<file path="src/rtl/crst_pkg.sv">
package crst_pkg;
  localparam int unsigned NCAUSE = 5;
  typedef enum int unsigned {
    C_SUBSYS = 0,
    C_CONV   = 1,
    C_LINK   = 2,
    C_FUNC   = 3,
    C_ENFALL = 4
  } cause_e;
  localparam logic [31:0] SUBSYS_KEY = 32'h4E564D65;
  localparam int unsigned OFS_CFG = 'h14;
  localparam int unsigned OFS_SSR = 'h20;
  localparam int unsigned MPS_LSB = 7;
  localparam int unsigned PAGE_BASE_SHIFT = 12;
endpackage

</file>
<file path="src/rtl/crst_regs.sv">
module crst_regs
  import crst_pkg::*;
#(
  parameter int unsigned ADDR_W  = 12,
  parameter int unsigned MPS_W   = 4,
  parameter int unsigned MPS_MAX = 15
) (
  input  logic              clk_i,
  input  logic              rst_ni,
  input  logic              we_i,
  input  logic [ADDR_W-1:0] addr_i,
  input  logic [31:0]       wdata_i,
  input  logic              hw_clr_i,
  output logic              en_o,
  output logic [MPS_W-1:0]  mps_o,
  output logic              mps_err_o,
  output logic              key_hit_o,
  output logic              en_fall_o,
  output logic [31:0]       rdata_o
);
  logic             en_q;
  logic [MPS_W-1:0] mps_q;
  logic             err_q;
  logic             wr_cfg, wr_ssr, mps_ok;
  logic [MPS_W-1:0] mps_new;

  assign wr_cfg  = we_i && (addr_i == ADDR_W'(OFS_CFG));
  assign wr_ssr  = we_i && (addr_i == ADDR_W'(OFS_SSR));
  assign mps_new = wdata_i[MPS_LSB +: MPS_W];
  assign mps_ok  = (32'(mps_new) <= MPS_MAX);

  assign key_hit_o = wr_ssr && (wdata_i == SUBSYS_KEY);
  assign en_fall_o = wr_cfg && en_q && !wdata_i[0];

  always_ff @(posedge clk_i or negedge rst_ni) begin
    if (!rst_ni) begin
      en_q  <= 1'b0;
      mps_q <= '0;
      err_q <= 1'b0;
    end else if (hw_clr_i) begin
      en_q  <= 1'b0;
      mps_q <= '0;
    end else if (wr_cfg) begin
      en_q  <= wdata_i[0];
      err_q <= !mps_ok;
      if (mps_ok) mps_q <= mps_new;
    end
  end

  always_comb begin
    rdata_o = '0;
    if (addr_i == ADDR_W'(OFS_CFG)) begin
      rdata_o[0]                = en_q;
      rdata_o[MPS_LSB +: MPS_W] = mps_q;
    end
  end

  assign en_o      = en_q;
  assign mps_o     = mps_q;
  assign mps_err_o = err_q;

  a_r10_mps_cap: assert property (@(posedge clk_i) disable iff (!rst_ni)
    32'(mps_q) <= MPS_MAX);
  a_r9_hw_clear: assert property (@(posedge clk_i) disable iff (!rst_ni)
    hw_clr_i |=> !en_q && (mps_q == '0));
  a_r10_bad_kept: assert property (@(posedge clk_i) disable iff (!rst_ni)
    (wr_cfg && !mps_ok && !hw_clr_i) |=> $stable(mps_q) && err_q);
endmodule

</file>
<file path="src/rtl/crst_seq.sv">
module crst_seq #(
  parameter int unsigned WINDOW = 16
) (
  input  logic clk_i,
  input  logic rst_ni,
  input  logic trig_i,
  input  logic en_i,
  output logic core_rst_o,
  output logic ready_o
);
  localparam int unsigned CNT_W = $clog2(WINDOW + 1);

  logic [CNT_W-1:0] cnt_q;
  logic             rdy_q;

  always_ff @(posedge clk_i or negedge rst_ni) begin
    if (!rst_ni) begin
      cnt_q <= '0;
      rdy_q <= 1'b0;
    end else begin
      if (trig_i)            cnt_q <= CNT_W'(WINDOW);
      else if (cnt_q != '0)  cnt_q <= cnt_q - 1'b1;
      rdy_q <= !trig_i && en_i && (cnt_q == '0);
    end
  end

  assign core_rst_o = (cnt_q != '0);
  assign ready_o    = rdy_q;

  a_r3_trig_rst: assert property (@(posedge clk_i) disable iff (!rst_ni)
    trig_i |=> core_rst_o);
  a_r5_window_end: assert property (@(posedge clk_i) disable iff (!rst_ni)
    (!trig_i && cnt_q == CNT_W'(1)) |=> !core_rst_o);
  a_r6_ready_drop: assert property (@(posedge clk_i) disable iff (!rst_ni)
    trig_i |=> !ready_o);
  a_r6_ready_rise: assert property (@(posedge clk_i) disable iff (!rst_ni)
    $rose(ready_o) |-> $past(en_i) && !$past(core_rst_o));
  a_r6_ready_idle: assert property (@(posedge clk_i) disable iff (!rst_ni)
    ready_o |-> !core_rst_o);
endmodule

</file>
<file path="src/rtl/crst_cause.sv">
module crst_cause
  import crst_pkg::*;
(
  input  logic              clk_i,
  input  logic              rst_ni,
  input  logic [NCAUSE-1:0] trig_i,
  output logic [NCAUSE-1:0] cause_o,
  output logic              subsys_flag_o
);
  logic [NCAUSE-1:0] cause_q;
  logic              flag_q;

  always_ff @(posedge clk_i or negedge rst_ni) begin
    if (!rst_ni) begin
      cause_q <= '0;
      flag_q  <= 1'b0;
    end else begin
      if (|trig_i)          cause_q <= trig_i;
      if (trig_i[C_SUBSYS]) flag_q  <= 1'b1;
    end
  end

  assign cause_o       = cause_q;
  assign subsys_flag_o = flag_q;

  a_r8_flag_sticky: assert property (@(posedge clk_i) disable iff (!rst_ni)
    flag_q |=> flag_q);
  a_r1_flag_src: assert property (@(posedge clk_i) disable iff (!rst_ni)
    $rose(flag_q) |-> $past(trig_i[C_SUBSYS]));
  a_r7_hold: assert property (@(posedge clk_i) disable iff (!rst_ni)
    !(|trig_i) |=> $stable(cause_q));
endmodule

</file>
<file path="src/rtl/ctrl_reset_unit.sv">
module ctrl_reset_unit
  import crst_pkg::*;
#(
  parameter int unsigned ADDR_W  = 12,
  parameter int unsigned WINDOW  = 16,
  parameter int unsigned MPS_W   = 4,
  parameter int unsigned MPS_MAX = 15
) (
  input  logic              clk_i,
  input  logic              rst_ni,
  input  logic              reg_we_i,
  input  logic [ADDR_W-1:0] reg_addr_i,
  input  logic [31:0]       reg_wdata_i,
  output logic [31:0]       reg_rdata_o,
  input  logic              conv_rst_i,
  input  logic              link_down_i,
  input  logic              func_rst_i,
  output logic              core_rst_o,
  output logic              ready_o,
  output logic [4:0]        cause_o,
  output logic              subsys_flag_o,
  output logic              enable_o,
  output logic [5:0]        page_shift_o,
  output logic              mps_err_o
);
  logic [NCAUSE-1:0] trig;
  logic              key_hit, en_fall, hw_clr, en;
  logic [MPS_W-1:0]  mps;

  assign trig[C_SUBSYS] = key_hit;
  assign trig[C_CONV]   = conv_rst_i;
  assign trig[C_LINK]   = link_down_i;
  assign trig[C_FUNC]   = func_rst_i;
  assign trig[C_ENFALL] = en_fall;
  // every cause except the enable-falling write wipes the configuration
  assign hw_clr = |trig[C_FUNC:C_SUBSYS];

  crst_regs #(.ADDR_W(ADDR_W), .MPS_W(MPS_W), .MPS_MAX(MPS_MAX)) u_regs (
    .clk_i, .rst_ni,
    .we_i      (reg_we_i),
    .addr_i    (reg_addr_i),
    .wdata_i   (reg_wdata_i),
    .hw_clr_i  (hw_clr),
    .en_o      (en),
    .mps_o     (mps),
    .mps_err_o (mps_err_o),
    .key_hit_o (key_hit),
    .en_fall_o (en_fall),
    .rdata_o   (reg_rdata_o)
  );

  crst_seq #(.WINDOW(WINDOW)) u_seq (
    .clk_i, .rst_ni,
    .trig_i     (|trig),
    .en_i       (en),
    .core_rst_o (core_rst_o),
    .ready_o    (ready_o)
  );

  crst_cause u_cause (
    .clk_i, .rst_ni,
    .trig_i        (trig),
    .cause_o       (cause_o),
    .subsys_flag_o (subsys_flag_o)
  );

  assign enable_o     = en;
  assign page_shift_o = 6'(PAGE_BASE_SHIFT) + 6'(mps);

  a_r3_rise_has_cause: assert property (@(posedge clk_i) disable iff (!rst_ni)
    $rose(core_rst_o) |-> $past(|trig));
  a_r7_cause_set: assert property (@(posedge clk_i) disable iff (!rst_ni)
    core_rst_o |-> (cause_o != '0));
endmodule

</file>
<file path="config.mk">
export PLATFORM = sky130hd
export DESIGN_NAME = ctrl_reset_unit
export DESIGN_NICKNAME = d
export VERILOG_FILES = /design/src/rtl/crst_pkg.sv /design/src/rtl/crst_regs.sv /design/src/rtl/crst_seq.sv /design/src/rtl/crst_cause.sv /design/src/rtl/ctrl_reset_unit.sv
export SDC_FILE = /design/constraint.sdc
export NUM_CORES = 1
export LEC_CHECK = 0
export CELL_PAD_IN_SITES_DETAIL_PLACEMENT = 0
export CELL_PAD_IN_SITES_GLOBAL_PLACEMENT = 2
export CORE_MARGIN = 5
export CORE_UTILIZATION = 19
export CTS_BUF_LIST = sky130_fd_sc_hd__clkbuf_16
export DETAILED_ROUTE_END_ITERATION = 8
export PLACE_DENSITY = 0.93
export SYNTH_ARGS = -nofsm -noshare
export SYNTH_HDL_FRONTEND = slang
export SYNTH_SLANG_ARGS = --single-unit
</file>
<file path="constraint.sdc">
create_clock -name clk_i -period 4.6 [get_ports clk_i]
set_input_delay 0.46 -clock clk_i [delete_from_list [all_inputs] [get_ports clk_i]]
set_output_delay 0.46 -clock clk_i [all_outputs]
set_load 0.005 [all_outputs]
</file>
# Yosys cells after proc, flatten, opt, wreduce, memory -nomap -nowiden
# Cells that the tools add are included.
# totals
out_inout_bits,48
input_bits,50
wordCells,34
regBits,17
# op_classes
add_sub_neg,2
eq_ne,3
reduce_logical,15
mux,8
# op_table
operator,count
equality test 32 x 31 -> 1 bit (second input constant),1
equality test 12 x 5 -> 1 bit (second input constant),1
equality test 12 x 6 -> 1 bit (second input constant),1
two-way mux 4 bit,3
two-way mux 5 bit,2
logical AND 1 bit,7
adder 4 x 4 -> 5 bit (first input constant),1
logical NOT 5 bit,1
nonzero test 5 bit,1
OR reduction 5 bit,1
subtractor 5 x 1 -> 5 bit (second input constant),1
nonzero test 2 bit,2
OR reduction 4 bit,1
two-way mux 1 bit,3
logical NOT 1 bit,2

# Depth between registers and ports, before layout
# Gate-level depths: netlist of the first run.
# depth
depth_word,8
ltp_mapped,6
mapped_depth_nobuf,6

# Hierarchy
# From an unflattened synthesis of the first run, not the netlist that was laid out.
# unflattened
cells_unflattened,131
area_unflattened_um2,1276.2
# modules_own_cells
module,area_each_um2,n_inst,cells_each,seq_area_each_um2
crst_regs,680.7,1,76,125.1
crst_seq,299.0,1,27,150.1
crst_cause,240.2,1,19,150.1
ctrl_reset_unit,56.3,1,9,0.0

# Least setup slack after synthesis of the first run
# OpenSTA, ideal clock, no wires.
# synth_path
kind,input port to output port
from,input port reg_addr_i[7]
to,output port reg_rdata_o[10]
t_arrival_ps,1761
stages,4
n_path_buf,1
required_time_ps,4140
setup_slack_ps,2379
path_cell_list,or4_1 -> or4_1 -> buf_2 -> nor2_1
# synth_between
elab_chain_cells,2
# synth_rtl
element,line,text
start: declaration,ctrl_reset_unit.sv:12,"input logic [ADDR_W-1:0] reg_addr_i,"
equality test 12 x 5 -> 1 bit,crst_regs.sv:52,if (addr_i == ADDR_W'(OFS_CFG)) begin
two-way mux 4 bit,crst_regs.sv:52,
end: declaration,ctrl_reset_unit.sv:14,"output logic [31:0] reg_rdata_o,"
# Every way passes these cells.

# Worst setup path in the final report of the first run
# layout_path
from,input port reg_addr_i[8]
to,output port reg_rdata_o[9]
# Same word-level chain as after synthesis.

==> impl_metrics.toml, run 1 <==
[layout]
seqCellArea_um2 = 425
nFillCells = 713
multiInputGateArea_um2 = 659
diodes = 0
drive_gt1_share_pct = 5.74
nets = 263
area_growth_pct = 55.7

[run]
drv_cap = 0

[clock_network]
cts_made_buffers = 3
cts_resized = 0
cts_max_level = 1
root_buffer = "clkbuf_16"
clockBufferDepth = 2
tritoncts = "yes"
cts-hold-fix-buffers = 0
cts.sinks = 17
clk_latency_ns = 0.25
cts_setup_buffers = 0
clk_pin_slew_worst_paths_ns = 0.05

[synth]
synth_flop_cell = "dfrtp_1"
seq_area_frac_synth_pct = 33.1
synth-edff-count = 0
synth.distinct_cells = 35
yosysTopAreaCellShare_pct = 33.1
synth_cells = 143
yosys_warnings = 0
ys_ff_latch = 17
syn-cell-area_mm2 = 0.00128
async_flop_share_pct = 100
syn_area_per_cell_um2 = 8.99
yosys.area.top_type = "dfrtp_1"
synth_area_leaders = "dfrtp_1 (33%), buf_4 (19%), inv_1 (3.2%)"

[timing]
maxSlewHeadroom_pct = 41.4
tightest_slew_ns = 0.873
fmax_mhz = 311
final-setup-viol-count = 0
fin_crit_sh_pct = 69.9
hold_viol_final = 0
rsz0062_at_grt = "no"
fin_crit_ns = 3.21
setup_tns_ns = 0
skew_ns = 0.00260
maxSlewViolCount = 0
whs_ns = 0.473

[grt]
use_met2_pct = 14.4
grt-busiest-layer = "met2"
grt_use_met1_pct = 8.40
grt_pass1_vias = 1184
antenna_found_initial = 0
track_usage_pct = 7.59
grt_use_met3_pct = 2.05
grt-ovfl-total = 0
grt_max_degree = 18
grt_pass1_wl_um = 5270

[detailed_routing]
wire_per_inst_um = 11.9
drtAntennaViolNets = 0
dr.pass1.iters = 4
vias = 1175
drt_iter0_drc = 27
via_per_inst = 4.07
drc = 0
wirelength_um = 3450

[min_path]
worstHoldPathCells = 1
hold_path_class = "reg2reg"

[die]
core_area_mm2 = 0.00668
ios = 98
start_util_pct = 19.2
row_count = 30
die_width_um = 92.2
fp.dieH_um = 92.2
fp.dieArea_mm2 = 0.00851

[placement]
place.gp.congestion = 0.705
port_buffers = 68
hpwlAfterDp_um = 2940

[setup_path]
setup.worst_path.class = "in2out"
startpoint_type = "input port"
cp-end-kind = "primary output"
crit_fanout = 8
cp.arrival_ns = 2.75
crit_required_ns = 4.14
rr_worst_depth = 5

[power_and_ir_drop]
power_density_mw_per_mm2 = 203
p_leak_nw = 0.823
peakVddDrop_mv = 0.140

[run_status]
status = "finished clean"
-- layer usage --
layer | vias up | routed length (um)
met1 | 545 | 1350
met4 | 0 | 19
li1 | 570 | -
met3 | 2 | 284
met5 | - | 0
met2 | 58 | 1800
-- cell families after synthesis --
family / synth area share (%)
adders and majority gates: 2.92
and+or+nand+nor: 29.1
xor gates and xnor gates: 1.36
other: 0.292
muxes: 0.876
DFF: 33.1
AOI/OAI and AO/OA: 8.57
buffers and inverters: 23.8
-- power by group --
group	internal, mW	switching, mW
registers	0.153	0.00260
clock network	0.115	0.0552
logic	0.0515	0.0284
total	0.320	0.0862
-- final cells by class --
type                       instances  share of cell area (%)
clock buffer                       3                    3.75
clock inverter                     1                   0.188
inverter                          11                    2.06
multi-input combinational        107                    33.0
sequential                        17                    21.3
tap                               80                    5.00
timing repair buffer              70                    34.8
-- registers in the layout (all words and copies together), names as in the netlist --
name                   cells
u_seq.cnt_q                5
u_cause.subsys_flag_o      1
u_regs.mps_o               4
u_cause.cause_o            5
u_regs.en_o                1
u_seq.ready_o              1
-- worst max-delay path, cell delays in order --
cell,delay (ns)
clkdlybuf4s50_1,0.40
or4_4,0.55
or4_1,0.69
nor2_1,0.15
clkdlybuf4s50_1,0.51
-- placed cells by master, fill, tap and decap left out, drive strengths merged, types with 3 or more instances in the layout --
cell type,count
nand2,8
conb,29
o21ai,5
nand3,7
nor4b,3
nor3,3
clkbuf,3
or4,4
nor4,7
nor2,6
dfrtp,17
inv,12
a211oi,5
ha,3
nor4bb,4
and2,3
o31ai,3
clkdlybuf4s50,68
-- Yosys cell counts (all sizes together) (2+ instances only) --
| library cell | instances |
|---|---|
| or4 | 4 |
| buf | 34 |
| ha | 3 |
| nand3 | 7 |
| and2 | 3 |
| nand4 | 2 |
| nor2 | 6 |
| o31ai | 3 |
| o21ai | 5 |
| o21bai | 2 |
| dfrtp | 17 |
| nor3 | 3 |
| xnor2 | 2 |
| nor4b | 3 |
| or3 | 2 |
| and4b | 2 |
| inv | 11 |
| nor4 | 7 |
| nor4bb | 4 |
| nand2 | 8 |
| a211oi | 5 |
| clkbuf | 2 |
| nor2b | 2 |
| a21oi | 2 |
-- per-stage QoR --
| step | std cells | power [mW] | area (um2) | setup slack (ns) | util, % |
|---|---|---|---|---|---|
| floorplan | 171 | 0.202 | 1390 | 2.38 | - |
| global placement | 285 | 0.238 | 1920 | 1.37 | 28.8 |
| detailed placement | 285 | 0.239 | 1920 | 1.36 | 28.8 |
| CTS | 289 | 0.410 | 2000 | 1.36 | 29.9 |
| global route | 289 | 0.425 | 2000 | 1.25 | 29.9 |
| finish | 289 | 0.406 | 2000 | 1.39 | 29.9 |
-- path summary, 6_finish.rpt --
check	from	endpoint	slack, ns
max in group asynchronous	rst_ni	u_cause.subsys_flag_o$_DFFE_PN0P_	3.45
min in group asynchronous	rst_ni	u_seq.ready_o$_DFF_PN0_	0.67
hold / removal	u_cause.subsys_flag_o$_DFFE_PN0P_	u_cause.subsys_flag_o$_DFFE_PN0P_	0.47
setup / recovery	reg_addr_i[8]	reg_rdata_o[9]	1.39
hold reg to reg	u_cause.subsys_flag_o$_DFFE_PN0P_	u_cause.subsys_flag_o$_DFFE_PN0P_	0.47
setup reg to reg	u_seq.cnt_q[0]$_DFFE_PN0P_	u_seq.cnt_q[4]$_DFFE_PN0P_	3.03
Power figures use the tool's default switching activity.
==> run 2: changes to the inputs <==
--- a/config.mk
+++ b/config.mk
@@ -8,10 +8,10 @@
 export CELL_PAD_IN_SITES_DETAIL_PLACEMENT = 0
 export CELL_PAD_IN_SITES_GLOBAL_PLACEMENT = 2
 export CORE_MARGIN = 5
-export CORE_UTILIZATION = 19
+export CORE_UTILIZATION = 17
 export CTS_BUF_LIST = sky130_fd_sc_hd__clkbuf_16
 export DETAILED_ROUTE_END_ITERATION = 8
-export PLACE_DENSITY = 0.93
+export PLACE_DENSITY = 0.85
 export SYNTH_ARGS = -nofsm -noshare
 export SYNTH_HDL_FRONTEND = slang
 export SYNTH_SLANG_ARGS = --single-unit
==> constraint.sdc (replaced) <==
create_clock -name clk_i -period 3 [get_ports clk_i]
set_input_delay 0.3 -clock clk_i [delete_from_list [all_inputs] [get_ports clk_i]]
set_output_delay 0.3 -clock clk_i [all_outputs]
set_load 0.005 [all_outputs]
==> impl_metrics.toml, run 2 (synthesis results as in run 1) <==
[grt]
grt_use_met3_pct = 2.30
grt_use_met1_pct = 8.18
grt_pass1_vias = 1318
track_usage_pct = 7.62
use_met2_pct = 14.4
grt-busiest-layer = "met2"
antenna_found_initial = 0
grt_max_degree = 18
grt_pass1_wl_um = 6020
grt-ovfl-total = 0

[setup_path]
r2r_start = "u_seq.cnt_q[0]$_DFFE_PN0P_"
crit_required_ns = 2.70
cp-end-kind = "primary output"
crit_fanout = 3
worstSetupEndpoint = "reg_rdata_o[10]"
cp.arrival_ns = 2.46
cp-startpoint = "reg_addr_i[8]"
rr_worst_depth = 5
reg2reg_to = "u_seq.cnt_q[4]$_DFFE_PN0P_"
reg2reg_slack_ns = 1.43
setup.worst_path.class = "in2out"
startpoint_type = "input port"

[die]
row_count = 31
start_util_pct = 17.6
die_width_um = 96.9
fp.dieH_um = 96.9
ios = 98
fp.dieArea_mm2 = 0.00940
core_area_mm2 = 0.00729

[placement]
place.gp.congestion = 0.676
placedCellCount = 306
port_buffers = 68
hpwlAfterDp_um = 3070
dp_slack_ns = 0.213

[timing]
maxSlewViolCount = 0
setup_tns_ns = 0
fin_ws_ns = 0.238
tightest_slew_ns = 0.793
final-setup-viol-count = 0
skew_ns = 0.00226
hold_viol_final = 0
rsz0062_at_grt = "no"
fin_crit_sh_pct = 92.1
fmax_mhz = 362
fin_crit_ns = 2.76
maxSlewHeadroom_pct = 47.0

[detailed_routing]
drt_iter0_drc = 48
wire_per_inst_um = 11.5
drc = 0
via_per_inst = 3.78
vias = 1172
dr.pass1.iters = 4
drtAntennaViolNets = 0
wirelength_um = 3570

[clock_network]
cts-hold-fix-buffers = 0
cts.sinks = 17
root_buffer = "clkbuf_16"
clk_latency_ns = 0.24
cts_setup_buffers = 0
cts_resized = 0
cts_max_level = 1
tritoncts = "yes"
cts_made_buffers = 3
clk_pin_slew_worst_paths_ns = 0.05
clockBufferDepth = 2

[power_and_ir_drop]
comb_power_share_pct = 19.8
power_density_mw_per_mm2 = 305
p_leak_nw = 0.833
seq_power_share_pct = 38.5
internal_power_mw = 0.491
clockPowerShare_pct = 41.7
swShare_pct = 21.0
p_sw_mw = 0.130
total_power_mw = 0.621
peakVddDrop_mv = 0.182

[min_path]
worstHoldPathCells = 1
hold_path_class = "reg2reg"

[layout]
final_cells = 310
area_growth_pct = 58.7
mostFrequentLayoutCells = "clkdlybuf4s50_1 (68), conb_1 (29), dfrtp_1 (17), inv_1 (12), nand2_1 (8)"
nets = 265
final_common_cell = "clkdlybuf4s50_1"
drive_gt1_share_pct = 6.64
diodes = 0

[run_status]
status = "finished clean"

[run]
drv_cap = 0
[run 2: cell types whose count changed in the layout (fill, tap and decap cells not counted), sizes merged]
| cell | before | now |
|---|---|---|
| buf | 2 | 4 |
[run 2: worst min path at each step]
stage | startpoint | end | slack [ns]
after floorplan | rst_ni | u_cause.cause_o[0]$_DFFE_PN0P_ | 0.004
after global placement | u_cause.subsys_flag_o$_DFFE_PN0P_ | u_cause.subsys_flag_o$_DFFE_PN0P_ | 0.45
after detailed placement | u_cause.subsys_flag_o$_DFFE_PN0P_ | u_cause.subsys_flag_o$_DFFE_PN0P_ | 0.46
after CTS | u_cause.subsys_flag_o$_DFFE_PN0P_ | u_cause.subsys_flag_o$_DFFE_PN0P_ | 0.47
after global routing | u_cause.subsys_flag_o$_DFFE_PN0P_ | u_cause.subsys_flag_o$_DFFE_PN0P_ | 0.52
final | u_cause.subsys_flag_o$_DFFE_PN0P_ | u_cause.subsys_flag_o$_DFFE_PN0P_ | 0.46
[run 2: power by group through the flow]
stage	logic, mW	registers [mW]	clock network, mW
final	0.123	0.239	0.259
after global routing	0.137	0.240	0.282
after CTS	0.124	0.239	0.268
after detailed placement	0.123	0.243	0
after global placement	0.121	0.243	0
after floorplan	0.0672	0.242	0
[run 2: final cells by class]
cell class | instances | area (um2)
fillers | 813 | 5250
multi-input cells | 107 | 659
inverters | 11 | 41.3
clock buffers | 3 | 75.1
well taps | 99 | 124
repair buffers | 72 | 711
clock inverters | 1 | 3.75
flip-flops and latches | 17 | 425
[run 2: through the flow]
step	hold slack [ns]	utilization (%)	cell area (um2)
6_report	0.463	28.0	2040
5_1_grt	0.517	28.0	2040
4_1_cts	0.473	28.0	2040
3_5_place_dp	0.462	26.9	1960
3_3_place_gp	0.455	26.9	1960
2_1_floorplan	0.00441	-	1390
[run 2: critical path, cell delays in order]
cell and delay [ns]:
clkdlybuf4s50_1 0.40, or4_4 0.55, or4_1 0.59, nor2_1 0.12, clkdlybuf4s50_1 0.51
[run 2: layer usage]
metal / up-vias / wire length [um]
met4: 0 / 29
met5: - / 0
met3: 2 / 322
met2: 58 / 1830
met1: 534 / 1390
li1: 578 / -
